$ cat src/rtl/usb_irq_pkg.sv
package usb_irq_pkg;
  localparam int B_SOF   = 6;
  localparam int B_STALL = 5;
  localparam int B_IDLE  = 4;
  localparam int B_TRN   = 3;
  localparam int B_ACTV  = 2;
  localparam int B_ERR   = 1;
  localparam int B_RST   = 0;
  localparam logic [7:0] WR_MASK = 8'h7D;
  localparam logic [7:0] EN_MASK = 8'h7F;

  // next stored flag byte: firmware load first, hardware set on top
  function automatic logic [7:0] stat_apply(input logic [7:0] cur,
                                            input logic [7:0] wdata,
                                            input logic       wr,
                                            input logic [7:0] hw);
    logic [7:0] v;
    v = wr ? ((cur & ~WR_MASK) | (wdata & WR_MASK)) : cur;
    return (v | hw) & WR_MASK;
  endfunction
endpackage

$ cat src/rtl/usb_idle_timer.sv
module usb_idle_timer #(
  parameter int IDLE_CYCLES = 144000,
  localparam int CW = $clog2(IDLE_CYCLES + 1)
) (
  input  logic clk,
  input  logic rst_n,
  input  logic line_idle,
  input  logic suspend,
  output logic idle_hit
);
  logic [CW-1:0] cnt_q;

  assign idle_hit = line_idle && !suspend && (cnt_q == CW'(IDLE_CYCLES - 1));

  always_ff @(posedge clk) begin
    if (!rst_n) begin
      cnt_q <= '0;
    end else if (!line_idle) begin
      cnt_q <= '0;
    end else if (!suspend && cnt_q != CW'(IDLE_CYCLES)) begin
      cnt_q <= cnt_q + 1'b1;
    end
  end
endmodule

$ cat src/rtl/usb_evt_gate.sv
module usb_evt_gate
  import usb_irq_pkg::*;
(
  input  logic       clk,
  input  logic       rst_n,
  input  logic       suspend,
  input  logic       sof_evt,
  input  logic       stall_evt,
  input  logic       trn_evt,
  input  logic       actv_evt,
  input  logic       busrst_evt,
  input  logic       idle_hit,
  output logic [7:0] hw_set,
  output logic       addr_clr
);
  logic run;
  assign run = !suspend;

  always_comb begin
    hw_set          = '0;
    hw_set[B_SOF]   = run && sof_evt;
    hw_set[B_STALL] = run && stall_evt;
    hw_set[B_IDLE]  = idle_hit;
    hw_set[B_TRN]   = run && trn_evt;
    hw_set[B_ACTV]  = actv_evt;
    hw_set[B_RST]   = run && busrst_evt;
  end

  always_ff @(posedge clk) begin
    if (!rst_n) addr_clr <= 1'b0;
    else        addr_clr <= hw_set[B_RST];
  end
endmodule

$ cat src/rtl/usb_stat_flags.sv
module usb_stat_flags
  import usb_irq_pkg::*;
(
  input  logic       clk,
  input  logic       rst_n,
  input  logic [7:0] hw_set,
  input  logic       sw_wr,
  input  logic [7:0] sw_wdata,
  input  logic       trn_tok_ok,
  output logic [7:0] stat_q,
  output logic       fifo_adv
);
  logic [7:0] stat_nxt;
  logic       tok_q;
  logic       trn_fall;
  logic       trn_sw_rise;

  assign stat_nxt    = stat_apply(stat_q, sw_wdata, sw_wr, hw_set);
  assign trn_fall    = stat_q[B_TRN] && !stat_nxt[B_TRN];
  assign trn_sw_rise = sw_wr && sw_wdata[B_TRN] && !stat_q[B_TRN] && !hw_set[B_TRN];

  always_ff @(posedge clk) begin
    if (!rst_n) begin
      stat_q   <= '0;
      tok_q    <= 1'b0;
      fifo_adv <= 1'b0;
    end else begin
      stat_q   <= stat_nxt;
      fifo_adv <= trn_fall && tok_q;
      if (hw_set[B_TRN])   tok_q <= trn_tok_ok;
      else if (trn_sw_rise) tok_q <= 1'b0;
    end
  end
endmodule

$ cat src/rtl/usb_irq_en.sv
module usb_irq_en
  import usb_irq_pkg::*;
(
  input  logic       clk,
  input  logic       rst_n,
  input  logic       en_wr,
  input  logic [7:0] en_wdata,
  input  logic [7:0] stat_view,
  output logic [7:0] en_q,
  output logic       irq
);
  assign irq = |(stat_view & en_q);

  always_ff @(posedge clk) begin
    if (!rst_n)     en_q <= '0;
    else if (en_wr) en_q <= en_wdata & EN_MASK;
  end
endmodule

$ cat src/rtl/usb_irq_stat.sv
module usb_irq_stat
  import usb_irq_pkg::*;
#(
  parameter int CLK_KHZ = 48000,
  parameter int IDLE_MS = 3,
  parameter int ERR_W   = 8,
  localparam int IDLE_CYCLES = CLK_KHZ * IDLE_MS
) (
  input  logic             clk,
  input  logic             rst_n,
  input  logic             sof_evt,
  input  logic             stall_evt,
  input  logic             trn_evt,
  input  logic             trn_tok_ok,
  input  logic             actv_evt,
  input  logic             busrst_evt,
  input  logic             line_idle,
  input  logic [ERR_W-1:0] err_flags,
  input  logic [ERR_W-1:0] err_en,
  input  logic             suspend,
  input  logic             reg_wr,
  input  logic             reg_sel,
  input  logic [7:0]       reg_wdata,
  output logic [7:0]       reg_rdata,
  output logic             irq,
  output logic             addr_clr,
  output logic             fifo_adv
);
  logic       idle_hit;
  logic [7:0] hw_set;
  logic [7:0] stat_q;
  logic [7:0] stat_view;
  logic [7:0] en_q;
  logic       err_sum;
  logic       stat_wr;
  logic       en_wr;

  assign stat_wr   = reg_wr && !reg_sel;
  assign en_wr     = reg_wr && reg_sel;
  assign err_sum   = |(err_flags & err_en);
  assign stat_view = stat_q | (8'(err_sum) << B_ERR);
  assign reg_rdata = reg_sel ? en_q : stat_view;

  usb_idle_timer #(.IDLE_CYCLES(IDLE_CYCLES)) u_idle (
    .clk(clk), .rst_n(rst_n), .line_idle(line_idle),
    .suspend(suspend), .idle_hit(idle_hit)
  );

  usb_evt_gate u_gate (
    .clk(clk), .rst_n(rst_n), .suspend(suspend),
    .sof_evt(sof_evt), .stall_evt(stall_evt), .trn_evt(trn_evt),
    .actv_evt(actv_evt), .busrst_evt(busrst_evt), .idle_hit(idle_hit),
    .hw_set(hw_set), .addr_clr(addr_clr)
  );

  usb_stat_flags u_flags (
    .clk(clk), .rst_n(rst_n), .hw_set(hw_set), .sw_wr(stat_wr),
    .sw_wdata(reg_wdata), .trn_tok_ok(trn_tok_ok),
    .stat_q(stat_q), .fifo_adv(fifo_adv)
  );

  usb_irq_en u_en (
    .clk(clk), .rst_n(rst_n), .en_wr(en_wr), .en_wdata(reg_wdata),
    .stat_view(stat_view), .en_q(en_q), .irq(irq)
  );
endmodule

$ cat config.mk
export PLATFORM = sky130hd
export DESIGN_NAME = usb_irq_stat
export DESIGN_NICKNAME = d
export VERILOG_FILES = /design/src/rtl/usb_irq_pkg.sv /design/src/rtl/usb_idle_timer.sv /design/src/rtl/usb_evt_gate.sv /design/src/rtl/usb_stat_flags.sv /design/src/rtl/usb_irq_en.sv /design/src/rtl/usb_irq_stat.sv
export SDC_FILE = /design/constraint.sdc
export NUM_CORES = 1
export LEC_CHECK = 0
export ABC_AREA = 1
export ABC_CLOCK_PERIOD_IN_PS = 1800
export BUFFER_PORTS_ARGS = -buffer_cell sky130_fd_sc_hd__buf_2
export CAP_MARGIN = 5
export CORE_MARGIN = 2
export CORE_UTILIZATION = 50
export CTS_BUF_LIST = sky130_fd_sc_hd__clkbuf_4 sky130_fd_sc_hd__clkbuf_8
export DETAILED_ROUTE_END_ITERATION = 6
export MAX_ROUTING_LAYER = met4
export PLACE_DENSITY_LB_ADDON = 0.05
export SLEW_MARGIN = 25
export SYNTH_ARGS = -nofsm -noshare
export SYNTH_HDL_FRONTEND = slang
export SYNTH_HIERARCHICAL = 1
export SYNTH_SLANG_ARGS = --single-unit
$ cat constraint.sdc
create_clock -name clk -period 1.8 [get_ports clk]
set_input_delay 0.27 -clock clk [delete_from_list [all_inputs] [get_ports clk]]
set_output_delay 0.27 -clock clk [all_outputs]
set_load 0.02 [all_outputs]
==> flow_summary.ini, run 1 <==
[die]
die_x_microns = 69.0
die_h_microns = 69.0
dieArea_sq_um = 4750
initial_core_util = 0.524
ios = 47
rows = 23
coreArea_sq_um = 4030

[timing]
hold_viol_final = 0
min_period_ns = 1.58
setup-violations-final = 0
timing.final.crit_share = 0.877
grt_setup_unrepaired = no
fmaxAchievable_ghz = 0.634
slew_violations = 0
fin_skew_ns = 0.00700
setup_tns_ns = 0

[placed_design]
port_buffers = 44
hpwlAfterDp_mm = 3.52
dp_cells = 426
post_dp_cell_area_sq_um = 2330
place_congestion = 0.795

[synthesis]
syn_inst = 337
syn_area_per_cell_sq_um = 6.26
synth_area_sq_um = 2110
ys.warnings.count = 6

[finish]
multi_input_area_sq_um = 1170
fill_cells = 423
fin_util = 0.613
finalNonFillerCells = 434
layout.area.seq_sq_um = 681
drive_above_1_share = 0.221
layout.nets = 421
diodes = 0
fin_area_sq_um = 2470
syn2layout_area_growth_pct = 17.1

[pwr]
switching_share = 0.238
power.total_mw = 1.86
p_int_mw = 1.42
power_density_nw_per_um2 = 753
p_sw_mw = 0.443
leakage_nw = 1.18
pwr-share-seq = 0.427
clkPwrFrac = 0.454
combPwrFrac = 0.119
irDropWorstVdd_v = 0.000475

[cts]
post_cts_buffers = 0
cts_resized = 0
clockRootBuffer = clkbuf_8
cts_inserted_buffers = 5
htree_num_levels = 2
path_clk_slew_ns = 0.07
cts_tree = built
cts.sinks = 34
clockBufferDepth = 2
insertion_delay_ns = 0.29
ctsHoldBuffers = 0

[route]
drt-vias-per-instance = 4.76
vias = 2064
drtAntennaViolNets = 0
drt-initial-drc-count = 86
drt-pass1-iter-count = 5
wl_mm = 4.62
wl_per_cell_microns = 10.6
route.detailed.drc = 0

[global_route]
grt_pass1_vias = 1822
grt_usage = 0.220
overflow = 0
grt_pass1_wl_mm = 7.64
grt_max_degree = 17
antenna_found_initial = 0

[hold_path]
hp-start = actv_evt
hp-class = in2reg

[worst_setup_path]
r2r_start = u_idle/cnt_q[0]
required_ns = 2.02
crit_fanout = 16
cp-endpoint = u_idle/cnt_q[12]
reg2reg_to = u_idle/cnt_q[12]
cp-end-kind = register
cp-start-kind = register
startpoint = u_idle/cnt_q[0]
regToRegSetupSlack_ns = 0.22
arrival_ns = 1.80
crit_type = reg2reg
reg2reg_depth = 9

[outcome]
status = completed

[flow_run]
maxCapViolCount = 0
==> per-stage QoR <==
step | setup WS, ns | hold WS [ns]
floorplan | 0.437 | 0.374
global placement | 0.252 | 0.445
detailed placement | 0.235 | 0.451
CTS | 0.217 | 0.185
global route | 0.0541 | 0.191
finish | 0.222 | 0.190
==> cell usage in the layout (no fill, tap or decap) <==
| cell | instances |
|---|---|
| nand2_1 | 119 |
| nor2_1 | 48 |
| buf_2 | 44 |
| dfxtp_1 | 34 |
| inv_1 | 31 |
| nand3_1 | 17 |
| o21ai_0 | 12 |
| nor2_2 | 8 |
| nand4_1 | 8 |
| a21oi_2 | 8 |
| a21oi_1 | 7 |
| buf_4 | 7 |
| inv_2 | 5 |
| clkbuf_8 | 5 |
| xor2_1 | 5 |
| o21ai_1 | 4 |
| xnor2_1 | 4 |
| conb_1 | 3 |
| bufinv_16 | 2 |
| nor3_1 | 2 |
| nand2_4 | 2 |
| clkinv_1 | 2 |
| ha_1 | 2 |
| nand3_2 | 1 |
| clkinv_4 | 1 |
| inv_4 | 1 |
| a31oi_1 | 1 |
| nand2_2 | 1 |
==> worst max-delay path, stage by stage, from the launching register on <==
cell	delay [ns]
dfxtp_1	0.39
inv_1	0.08
ha_1	0.19
nand3_1	0.09
nor2_2	0.06
nand2_4	0.12
nand2_4	0.15
inv_2	0.23
nand2_1	0.10
a21oi_2	0.11
==> state kept, by name, summed over array words and instances (netlist names) <==
name              cells
u_en/en_q             7
u_gate/addr_clr       1
u_flags/stat_q        6
u_flags/fifo_adv      1
u_idle/cnt_q         18
u_flags/tok_q         1
==> metal layers <==
metal | wire [microns] | global-route usage
met5 | 0 | -
met2 | 2290 | 0.410
met3 | 167 | 0.0422
met4 | 34 | 0.0515
met1 | 2120 | 0.240
==> how the worst min path moves through the flow <==
stage                                   end  slack, ns  cells past startpoint
after floorplan           u_flags/stat_q[0]       0.37                      2
after global placement     u_flags/fifo_adv       0.44                      2
after detailed placement   u_flags/fifo_adv       0.45                      2
after CTS                 u_flags/stat_q[2]       0.19                      3
after global routing      u_flags/stat_q[2]       0.19                      3
final                     u_flags/stat_q[2]       0.19                      3
==> area by class of cell <==
| cell class | instances | area share |
|---|---|---|
| flip-flops and latches | 34 | 0.276 |
| multi-input cells | 252 | 0.473 |
| clock inverters | 3 | 0.0279 |
| repair buffers | 51 | 0.110 |
| well taps | 50 | 0.0253 |
| inverters | 39 | 0.0603 |
| clock buffers | 5 | 0.0279 |
==> power groups by stage <==
stage	Clock [mW]	Combinational (mW)	Sequential [mW]
after floorplan	0	0.148	0.810
after global placement	0	0.220	0.811
after detailed placement	0	0.223	0.812
after CTS	0.863	0.224	0.794
after global routing	0.902	0.254	0.798
final	0.844	0.221	0.795
No activity file was read; power rests on OpenSTA's default activity.
==> inputs of run 2 (changes only) <==
GPL_TIMING_DRIVEN = 0   (was unset)
PLACE_DENSITY_LB_ADDON = 0.08   (was 0.05)
==> flow_summary.ini, run 2 (synthesized netlist as in run 1, its figures left out) <==
[timing]
grt_setup_unrepaired = no
timing.final.crit_share = 0.877
worst_pin_slew_ns = 0.713
setup_tns_ns = 0
fin_skew_ns = 0.00386
relSlewSlack = 0.525
setup-violations-final = 0
min_period_ns = 1.58
fmaxAchievable_ghz = 0.633
hold_viol_final = 0
slew_violations = 0

[worst_setup_path]
crit_type = reg2reg
cp_top_family = simple AND/OR/NAND/NOR gates
crit_fanout = 4
critPathBufInv = 2
arrival_ns = 1.81
max_stage_delay_ns = 0.39
worstPathCellList = ha_1 > nand3_1 > nor2_1 > nand3_1 > nor3_1 > buf_4 > o21ai_1 > inv_1
cp-end-kind = register
required_ns = 2.03
cp_slowest_cell = dfxtp_1
cp-start-kind = register
crit_top_cell = nand3_1

[global_route]
grt_pass1_wl_mm = 7.42
antenna_found_initial = 0
grt_usage = 0.215
overflow = 0
grt_pass1_vias = 1753
grt_max_degree = 17

[finish]
syn2layout_area_growth_pct = 17.9
diodes = 0
fin_area_sq_um = 2490
final_cell_mix = nand2_1, nor2_1, buf_2
top_regs = u_idle/cnt_q (18), u_en/en_q (7), u_flags/stat_q (6)
top_register = u_idle/cnt_q
fill_cells = 410
largest_register_ff_count = 18
layout.nets = 426
drive_above_1_share = 0.229
final_common_cell = nand2_1

[cts]
post_cts_buffers = 0
htree_num_levels = 2
clockRootBuffer = clkbuf_8
insertion_delay_ns = 0.28
cts_tree = built
cts_resized = 0
clockBufferDepth = 2
cts.sinks = 34
path_clk_slew_ns = 0.07
ctsHoldBuffers = 0
cts_inserted_buffers = 5

[placed_design]
post_dp_cell_area_sq_um = 2390
hpwlAfterDp_mm = 3.44
place_congestion = 0.885
port_buffers = 43

[route]
route.detailed.drc = 0
drt-initial-drc-count = 82
drtAntennaViolNets = 0
drt-vias-per-instance = 4.75
wl_per_cell_microns = 10.4
drt-pass1-iter-count = 4
wl_mm = 4.58
vias = 2084

[die]
die_x_microns = 69.0
initial_core_util = 0.524
die_h_microns = 69.0
coreArea_sq_um = 4030
ios = 47
rows = 23
dieArea_sq_um = 4750

[outcome]
status = completed

[pwr]
leakage_nw = 1.19
power.total_mw = 1.62
power_density_nw_per_um2 = 650
irDropWorstVdd_v = 0.000377

[flow_run]
maxCapViolCount = 0

[hold_path]
hp-class = in2reg
-- run 2: cell count changes in the layout (fill, tap and decap cells not counted), sizes merged --
cell and delta:
buf +4, bufinv -2, clkbuf +3
-- run 2: where the power goes --
part           total, mW  switching [mW]  internal [mW]
logic              0.233           0.140         0.0932
registers          0.795          0.0178          0.777
clock network      0.589           0.265          0.323
total               1.62           0.423           1.19
-- run 2: per-stage QoR --
step | setup slack [ns] | cells | hold slack, ns | utilization
after floorplan | 0.437 | 338 | 0.374 | -
after global placement | 0.247 | 431 | 0.441 | 0.593
after detailed placement | 0.224 | 431 | 0.441 | 0.593
after CTS | 0.207 | 439 | 0.181 | 0.617
after global routing | 0.0599 | 439 | 0.203 | 0.617
final | 0.221 | 439 | 0.190 | 0.617
-- run 2: worst paths after layout --
kind / slack, ns / cells after the start / startpoint / end
hold reg to reg: 0.45 / 2 / u_flags/tok_q / u_flags/fifo_adv
setup / recovery: 0.22 / 8 / u_idle/cnt_q[1] / u_flags/stat_q[4]
setup reg to reg: 0.22 / 8 / u_idle/cnt_q[1] / u_flags/stat_q[4]
hold / removal: 0.19 / 3 / actv_evt / u_flags/stat_q[2]
-- run 2: cell type report --
| class | count | area [sq um] | share of cell area |
|---|---|---|---|
| clock inverter | 1 | 5.00 | 0.00201 |
| sequential | 34 | 681 | 0.274 |
| buffer | 13 | 116 | 0.0468 |
| timing repair buffer | 43 | 215 | 0.0866 |
| tap | 50 | 62.6 | 0.0252 |
| inverter | 39 | 149 | 0.0599 |
| multi-input combinational | 252 | 1170 | 0.470 |
| clock buffer | 7 | 90.1 | 0.0362 |
-- run 2: worst register-to-register path, delay by kind of cell (launching register included) --
family	cells	cell delay, ns
AOI/OAI and AO/OA	1	0.05
adders and majority gates	1	0.23
buffers and inverters	2	0.19
DFF	1	0.39
and+or+nand+nor	4	0.67
-- run 2: routing by layer --
| layer | vias to the layer above | global-route usage | part of all wire |
|---|---|---|---|
| li1 | 1136 | - | - |
| met1 | 897 | 0.232 | 0.44 |
| met2 | 45 | 0.398 | 0.51 |
| met3 | 6 | 0.0390 | 0.045 |
| met4 | 0 | 0.0662 | 0.010 |
| met5 | - | - | 0 |
==> inputs of run 3 (changes only) <==
ABC_AREA = unset   (was 1)
==> flow_summary.ini, run 3 <==
[die]
die_h_microns = 65.1
coreArea_sq_um = 3630
initial_core_util = 0.514
dieArea_sq_um = 4240
rows = 22
ios = 47
die_x_microns = 65.1

[route]
drt-vias-per-instance = 5.51
drt-initial-drc-count = 55
drt-pass1-iter-count = 5
wl_mm = 4.03
route.detailed.drc = 0
wl_per_cell_microns = 13.8
vias = 1604
drtAntennaViolNets = 0

[cts]
htree_num_levels = 2
cts.sinks = 34
clockBufferDepth = 2
path_clk_slew_ns = 0.07
post_cts_buffers = 0
cts_inserted_buffers = 5
insertion_delay_ns = 0.28
cts_tree = built
clockRootBuffer = clkbuf_8

[finish]
layout.nets = 280
final_common_cell = buf_2
syn2layout_area_growth_pct = 20.1
diodes = 0
fin_util = 0.618
fill_cells = 360
top_register = u_idle/cnt_q
final_cell_mix = buf_2, dfxtp_1, nor2_1
top_regs = u_idle/cnt_q (18), u_en/en_q (7), u_flags/stat_q (6)
largest_register_ff_count = 18
drive_above_1_share = 0.354

[timing]
setup-violations-final = 0
timing.final.ws_setup_ns = 0.0117
slew_violations = 0
fmaxAchievable_ghz = 0.559
worst_pin_slew_ns = 0.484
min_period_ns = 1.79
timing.final.crit_share = 0.993
grt_setup_unrepaired = yes
fin_skew_ns = 0.00480
hold_ws_ns = 0.211
hold_viol_final = 0
relSlewSlack = 0.673

[worst_setup_path]
crit_type = in2out
reg2reg_depth = 5
r2r_start = u_idle/cnt_q[1]
reg2reg_to = u_idle/cnt_q[16]
startpoint = err_flags[0]
cp-start-kind = input pin
cp-end-kind = primary output
arrival_ns = 1.52
regToRegSetupSlack_ns = 0.10
crit_fanout = 2
cp-endpoint = irq
required_ns = 1.53

[global_route]
grt_pass1_vias = 1563
grt.busiest_layer = met2
grt_pass1_wl_mm = 6.73
grt_usage = 0.209
overflow = 0
met2_usage = 0.336
antenna_found_initial = 0
met1_usage = 0.265
grt_max_degree = 19
use_met3 = 0.0479

[synthesis]
syn_area_per_cell_sq_um = 9.79
synth_area_sq_um = 1870
syn_inst = 191
ys.warnings.count = 6

[pwr]
power_density_nw_per_um2 = 718
leakage_nw = 0.934
irDropWorstVdd_v = 0.000617

[placed_design]
port_buffers = 43
place_congestion = 0.813
pre_cts_ws_ns = -0.00987
hpwlAfterDp_mm = 2.97

[flow_run]
maxCapViolCount = 0

[hold_path]
hp-class = in2reg

[outcome]
status = completed
==> run 3: changes by cell type in the layout (fill, tap and decap cells not counted), sizes merged, moves of 8 or more <==
| cell | change |
|---|---|
| a21oi | -8 |
| inv | -32 |
| mux2 | +13 |
| mux2i | +8 |
| nand2 | -113 |
| nand3 | -12 |
| nor2 | -46 |
| nor2b | +9 |
| o21a | +9 |
| o21ai | -13 |
==> run 3: power breakdown <==
part | total [mW] | internal, mW | switching (mW)
clock network | 0.590 | 0.324 | 0.266
logic | 0.224 | 0.120 | 0.104
registers | 0.799 | 0.777 | 0.0226
==> run 3: per-stage QoR <==
step | power, mW | instances | area [sq um] | setup TNS [ns]
CTS | 1.63 | 291 | 2240 | -0.0169
global route | 1.68 | 291 | 2250 | -0.106
detailed placement | 1.04 | 283 | 2150 | -0.00987
global placement | 1.03 | 283 | 2150 | 0
floorplan | 0.953 | 192 | 1870 | 0
finish | 1.61 | 291 | 2250 | 0
==> run 3: critical path: stages <==
cell and delay [ns]:
buf_2 0.09, a22o_1 0.24, a221oi_2 0.21, nand3_1 0.12, a222oi_1 0.28, nand3_1 0.12
buf_2 0.18
==> run 3: final cells by class <==
type | instances | area [sq um] | area share
clock buffers | 7 | 90.1 | 0.0401
multi-input cells | 144 | 1100 | 0.492
plain buffers | 9 | 68.8 | 0.0306
well taps | 48 | 60.1 | 0.0267
clock inverters | 1 | 5.00 | 0.00223
inverters | 5 | 18.8 | 0.00836
repair buffers | 43 | 215 | 0.0958
flip-flops and latches | 34 | 683 | 0.304
==> run 3: repair_timing <==
action,CTS,global route
setup endpoints to repair,1,4
hold buffers,0,0
pin swaps,0,0
gates resized for setup,0,2
==> run 3: routing by layer <==
| layer | routed length [microns] | share of wire |
|---|---|---|
| met2 | 1850 | 0.46 |
| met5 | 0 | 0 |
| met1 | 1880 | 0.47 |
| met4 | 48 | 0.012 |
| met3 | 254 | 0.063 |
==> run 3: worst min-delay path by stage <==
stage                              from                 to  slack, ns  depth (start not counted)
after floorplan                   rst_n  u_flags/stat_q[0]       0.39                          1
after global placement    u_flags/tok_q   u_flags/fifo_adv       0.46                          1
after detailed placement  u_flags/tok_q   u_flags/fifo_adv       0.48                          1
after CTS                      actv_evt  u_flags/stat_q[2]       0.20                          2
after global routing           actv_evt  u_flags/stat_q[2]       0.20                          2
final                          actv_evt  u_flags/stat_q[2]       0.21                          2
